**config.mk**
```make
export PLATFORM = sky130hd
export DESIGN_NAME = pwr_ctl_unit
export DESIGN_NICKNAME = d
export VERILOG_FILES = /design/src/rtl/pcon_pkg.sv /design/src/rtl/pcon_rst_qual.sv /design/src/rtl/pcon_regfile.sv /design/src/rtl/pcon_gate.sv /design/src/rtl/pwr_ctl_unit.sv
export SDC_FILE = /design/constraint.sdc
export NUM_CORES = 1
export LEC_CHECK = 0
export ABC_AREA = 1
export ABC_CLOCK_PERIOD_IN_PS = 2400
export BUFFER_PORTS_ARGS = -buffer_cell sky130_fd_sc_hd__buf_2
export CAP_MARGIN = 20
export CELL_PAD_IN_SITES_DETAIL_PLACEMENT = 1
export CELL_PAD_IN_SITES_GLOBAL_PLACEMENT = 1
export CORE_AREA = 2 2 51 53
export DETAILED_ROUTE_END_ITERATION = 8
export DIE_AREA = 0 0 53 55
export GPL_TIMING_DRIVEN = 0
export MAX_ROUTING_LAYER = met4
export PLACE_DENSITY_LB_ADDON = 0.1
export SKIP_CTS_REPAIR_TIMING = 1
export SYNTH_ARGS = -nofsm -noshare
export SYNTH_HDL_FRONTEND = slang
export SYNTH_SLANG_ARGS = --single-unit
```
**constraint.sdc**
```tcl
create_clock -name clk -period 2.4 [get_ports clk]
set_input_delay 0.48 -clock clk [delete_from_list [all_inputs] [get_ports clk]]
set_output_delay 0.48 -clock clk [all_outputs]
set_load 0.02 [all_outputs]
```
**src/rtl/pcon_pkg.sv**
```systemverilog
package pcon_pkg;
  typedef struct packed {
    logic dbl;
    logic flg_b;
    logic flg_a;
    logic pd;
    logic idl;
  } pcon_t;

  typedef enum logic [1:0] {
    PM_RUN  = 2'd0,
    PM_IDLE = 2'd1,
    PM_DOWN = 2'd2
  } pmode_e;

  localparam int BIT_DBL = 7;
  localparam int BIT_FLB = 3;
  localparam int BIT_FLA = 2;
  localparam int BIT_PD  = 1;
  localparam int BIT_IDL = 0;

  function automatic logic [7:0] pcon_to_byte(pcon_t r);
    logic [7:0] b;
    b = 8'h00;
    b[BIT_DBL] = r.dbl;
    b[BIT_FLB] = r.flg_b;
    b[BIT_FLA] = r.flg_a;
    b[BIT_PD]  = r.pd;
    b[BIT_IDL] = r.idl;
    return b;
  endfunction
endpackage

```
**src/rtl/pcon_rst_qual.sv**
```systemverilog
module pcon_rst_qual #(
  parameter int CLKS_PER_MC = 12,
  parameter int HOLD_MC     = 2
) (
  input  logic clk,
  input  logic rst_n,
  input  logic rst_req,
  output logic core_rst
);
  localparam int TARGET = CLKS_PER_MC * HOLD_MC;
  localparam int CW     = $clog2(TARGET + 1);
  localparam logic [CW-1:0] TGT = CW'(TARGET);

  logic [CW-1:0] cnt_q, cnt_d;

  always_comb begin
    if (!rst_req)        cnt_d = '0;
    else if (cnt_q != TGT) cnt_d = cnt_q + 1'b1;
    else                 cnt_d = cnt_q;
  end

  always_ff @(posedge clk or negedge rst_n) begin
    if (!rst_n) cnt_q <= '0;
    else        cnt_q <= cnt_d;
  end

  assign core_rst = (cnt_q == TGT);
endmodule

```
**src/rtl/pcon_regfile.sv**
```systemverilog
module pcon_regfile
  import pcon_pkg::*;
#(
  parameter int              ADDR_W   = 8,
  parameter logic [ADDR_W-1:0] SFR_ADDR = 8'h87
) (
  input  logic              clk,
  input  logic              rst_n,
  input  logic              core_rst,
  input  logic              sfr_wr,
  input  logic [ADDR_W-1:0] sfr_addr,
  input  logic [7:0]        sfr_wdata,
  input  logic              idle_clr,
  output pcon_t             reg_q,
  output logic [7:0]        sfr_rdata
);
  logic  hit;
  pcon_t reg_d;

  assign hit = (sfr_addr == SFR_ADDR);

  always_comb begin
    reg_d = reg_q;
    if (core_rst) begin
      reg_d = '0;
    end else if (sfr_wr && hit) begin
      reg_d.dbl   = sfr_wdata[BIT_DBL];
      reg_d.flg_b = sfr_wdata[BIT_FLB];
      reg_d.flg_a = sfr_wdata[BIT_FLA];
      reg_d.pd    = sfr_wdata[BIT_PD];
      reg_d.idl   = sfr_wdata[BIT_IDL] & ~sfr_wdata[BIT_PD];
    end else if (idle_clr) begin
      reg_d.idl = 1'b0;
    end
  end

  always_ff @(posedge clk or negedge rst_n) begin
    if (!rst_n) reg_q <= '0;
    else        reg_q <= reg_d;
  end

  assign sfr_rdata = hit ? pcon_to_byte(reg_q) : 8'h00;
endmodule

```
**src/rtl/pcon_gate.sv**
```systemverilog
module pcon_gate
  import pcon_pkg::*;
(
  input  logic  clk,
  input  logic  rst_n,
  input  logic  core_rst,
  input  logic  insn_end,
  input  logic  irq_pending,
  input  logic  pd_bit,
  input  logic  idl_bit,
  output logic  idle_clr,
  output logic  cpu_clk_en,
  output logic  per_clk_en
);
  pmode_e mode_q, mode_d;

  always_comb begin
    mode_d = mode_q;
    if (core_rst) begin
      mode_d = PM_RUN;
    end else begin
      unique case (mode_q)
        PM_RUN: begin
          if (insn_end && pd_bit)       mode_d = PM_DOWN;
          else if (insn_end && idl_bit) mode_d = PM_IDLE;
        end
        PM_IDLE: if (irq_pending) mode_d = PM_RUN;
        PM_DOWN: mode_d = PM_DOWN;
        default: mode_d = PM_RUN;
      endcase
    end
  end

  always_ff @(posedge clk or negedge rst_n) begin
    if (!rst_n) mode_q <= PM_RUN;
    else        mode_q <= mode_d;
  end

  assign idle_clr   = (mode_q == PM_IDLE) && irq_pending && !core_rst;
  assign cpu_clk_en = (mode_q == PM_RUN);
  assign per_clk_en = (mode_q != PM_DOWN);
endmodule

```
**src/rtl/pwr_ctl_unit.sv**
```systemverilog
module pwr_ctl_unit
  import pcon_pkg::*;
#(
  parameter int        ADDR_W      = 8,
  parameter logic [7:0] SFR_ADDR   = 8'h87,
  parameter int        CLKS_PER_MC = 12,
  parameter int        HOLD_MC     = 2
) (
  input  logic       clk,
  input  logic       rst_n,
  input  logic       rst_req,
  input  logic       sfr_wr,
  input  logic [7:0] sfr_addr,
  input  logic [7:0] sfr_wdata,
  output logic [7:0] sfr_rdata,
  input  logic       insn_end,
  input  logic       irq_pending,
  output logic       cpu_clk_en,
  output logic       per_clk_en,
  output logic       dbl_rate,
  output logic       core_rst
);
  pcon_t reg_q;
  logic  idle_clr;

  pcon_rst_qual #(.CLKS_PER_MC(CLKS_PER_MC), .HOLD_MC(HOLD_MC)) u_qual (
    .clk(clk), .rst_n(rst_n), .rst_req(rst_req), .core_rst(core_rst)
  );

  pcon_regfile #(.ADDR_W(ADDR_W), .SFR_ADDR(SFR_ADDR)) u_reg (
    .clk(clk), .rst_n(rst_n), .core_rst(core_rst), .sfr_wr(sfr_wr),
    .sfr_addr(sfr_addr), .sfr_wdata(sfr_wdata), .idle_clr(idle_clr),
    .reg_q(reg_q), .sfr_rdata(sfr_rdata)
  );

  pcon_gate u_gate (
    .clk(clk), .rst_n(rst_n), .core_rst(core_rst), .insn_end(insn_end),
    .irq_pending(irq_pending), .pd_bit(reg_q.pd), .idl_bit(reg_q.idl),
    .idle_clr(idle_clr), .cpu_clk_en(cpu_clk_en), .per_clk_en(per_clk_en)
  );

  assign dbl_rate = reg_q.dbl;
endmodule

```
==> flow_metrics.tcl <==
set metrics [dict create \
    max_freq_mhz 499.6 \
    die_h_um 55 \
    die_w_um 53 \
    cts_root_buffer "clkbuf_4" \
    antenna_cells 0 \
    final_util_pct 40.69 \
    cp.arrival_ps 1520 \
    finish.net_count 163 \
    final-max-slew-violation-count 0 \
    seq_area_frac_synth_pct 39.54 \
    grt_antenna_before_repair 0 \
    via_count 748 \
    clock_path_buffers 2 \
    cts_tree "built" \
    dpl_worst_slack_ps 601.7 \
    numCtsBuffers 3 \
    io_buffer_count 27 \
    timing_hold_violations_final 0 \
    hp-class "primary input to async pin" \
    areaGrowthSynthToFinish_pct 26.69 \
    grt_pass1_vias 743 \
    rsz0062_at_grt "no" \
    grt_max_degree 13 \
    clkTransAtPathRegs_ps 70 \
    drv_cap 0 \
    avgSynthCellArea_um2 7.233 \
    fin_ws_ps 398.4 \
    cp.required_ps 1920 \
    p_leak_nw 0.5672 \
    synth_flop_cell "dfrtp_1" \
    die_area_um2 2915 \
    ant_nets 0 \
    outcome "complete, no violations" \
    grt_use_total_pct 14.70 \
    p_per_area_nw_per_um2 439.3 \
    grt_pass1_wl_um 3001 \
    synth_seq_cells 12 \
    synth_area_um2 759.5 \
    dp_hpwl_um 1461 \
    pin_count 34 \
    critPathMaxFanout 9 \
    startpoint_type "register" \
    synthArstFlopShare_pct 100.0 \
    via_per_inst 4.479 \
    rows 18 \
    yosysUniqueCellTypes 21 \
    dr.first_iter.drc_count 5 \
    worstSetupEndpointType "output port" \
    setup_violations 0 \
    dp_cells 164 \
    seqCellArea_um2 300.3 \
    clk_latency_ps 270 \
    multiInputGateArea_um2 365.4 \
    fin_cells 167 \
    core_um2 2365 \
    routed_wl_um 1714 \
    max-vdd-ir-drop_v 0.0001741 \
    place_congestion 0.6889 \
    h-tree-depth 1 \
    critical_path_class "register to output port" \
    drt-pass1-iter-count 4 \
    synth_edf_count 0 \
    fin_crit_sh_pct 83.40 \
    start_util_pct 32.12 \
    clock-sinks 12 \
    drive_above_1_share_pct 31.39 \
    fin_skew_ps 2.613 \
    grt_overflow 0 \
    drt-wirelength-per-cell_um 10.26 \
    synthCells 105 \
    drc_errors 0 \
    fillers 319 \
    yosysWarnings 0 \
    tns_ps 0 \
    period_needed_ps 2002 \
]
-- worst paths after layout --
path,startpoint,end,slack [ps],cells past startpoint
max,u_qual.cnt_q[0],core_rst,400,5
min,rst_n,u_qual.cnt_q[3],80,1
max reg2reg,u_qual.cnt_q[0],u_reg.reg_q[1],1020,6
min reg2reg,u_gate.mode_q[0],u_gate.mode_q[1],490,1
max in group asynchronous,rst_n,u_qual.cnt_q[2],2110,1
min in group clk,insn_end,u_gate.mode_q[0],480,3
-- flip-flops by register name (all words and copies together) (netlist names) --
register	count
u_reg.reg_q	5
u_gate.mode_q	2
u_qual.cnt_q	5
-- metrics by stage --
| stage | hold WS, ps | total power, mW | cell area [um^2] |
|---|---|---|---|
| after CTS | 78.08 | 0.4316 | 962.2 |
| final | 75.95 | 0.4227 | 962.2 |
| after global placement | 374.7 | 0.3068 | 939.7 |
| after global routing | 74.21 | 0.4546 | 962.2 |
| after floorplan | 184.4 | 0.2769 | 767.0 |
| after detailed placement | 372.3 | 0.3100 | 939.7 |
-- cell usage in the layout, fill, tap and decap left out, types with 3 or more instances in the layout --
| cell type | n |
|---|---|
| inv_1 | 21 |
| nor2_1 | 13 |
| o21ai_0 | 3 |
| nand2_1 | 23 |
| clkbuf_4 | 3 |
| conb_1 | 3 |
| buf_4 | 3 |
| dfrtp_1 | 12 |
| a21oi_1 | 3 |
| nand3_1 | 9 |
| buf_2 | 27 |
-- per-layer routing --
| layer | GRT usage [%] | share of wire, % | vias to the layer above |
|---|---|---|---|
| met5 | - | 0 | - |
| met4 | 6.410 | 1.8 | 0 |
| met3 | 3.226 | 3.7 | 4 |
| met2 | 27.50 | 52 | 18 |
| met1 | 14.81 | 43 | 343 |
| li1 | - | - | 383 |
-- report_power, final --
part           leakage [nW]  internal, mW  switching, mW
sequential            0.151         0.215        0.00993
combinational         0.402        0.0337         0.0458
clock                0.0138        0.0580         0.0603
-- Yosys cell counts, types with 2 or more instances --
master | n | area (um^2)
a21oi_1 | 3 | 15.01
buf_4 | 3 | 22.52
dfrtp_1 | 12 | 300.3
ha_1 | 2 | 25.02
inv_1 | 21 | 78.83
nand2_1 | 23 | 86.33
nand2_2 | 2 | 12.51
nand3_1 | 9 | 45.04
nor2_1 | 13 | 48.80
nor2_2 | 2 | 12.51
nor3_1 | 2 | 10.01
o21ai_0 | 3 | 15.01
o21ai_2 | 2 | 17.52
-- layout make-up --
type | instances | share of cell area (%)
Clock buffer | 3 | 2.341
Inverter | 21 | 8.192
Timing Repair Buffer | 27 | 14.04
Multi-Input combinational cell | 71 | 37.97
Buffer | 3 | 2.341
Sequential cell | 12 | 31.21
Tap cell | 30 | 3.901
-- worst max-delay path: stages, from the launching register on --
cell     delay [ps]
dfrtp_1         400
inv_1           120
ha_1            200
nand2_1          90
nor2_4          230
buf_2           220
-- cells by family after synthesis --
group           share of synthesized area [%]
simple gates                            36.08
other cells                            0.4938
buf+inv                                 13.34
compound gates                          7.248
flops                                   39.54
fa+ha+maj                               3.294
No activity file was read; power rests on OpenSTA's default activity.
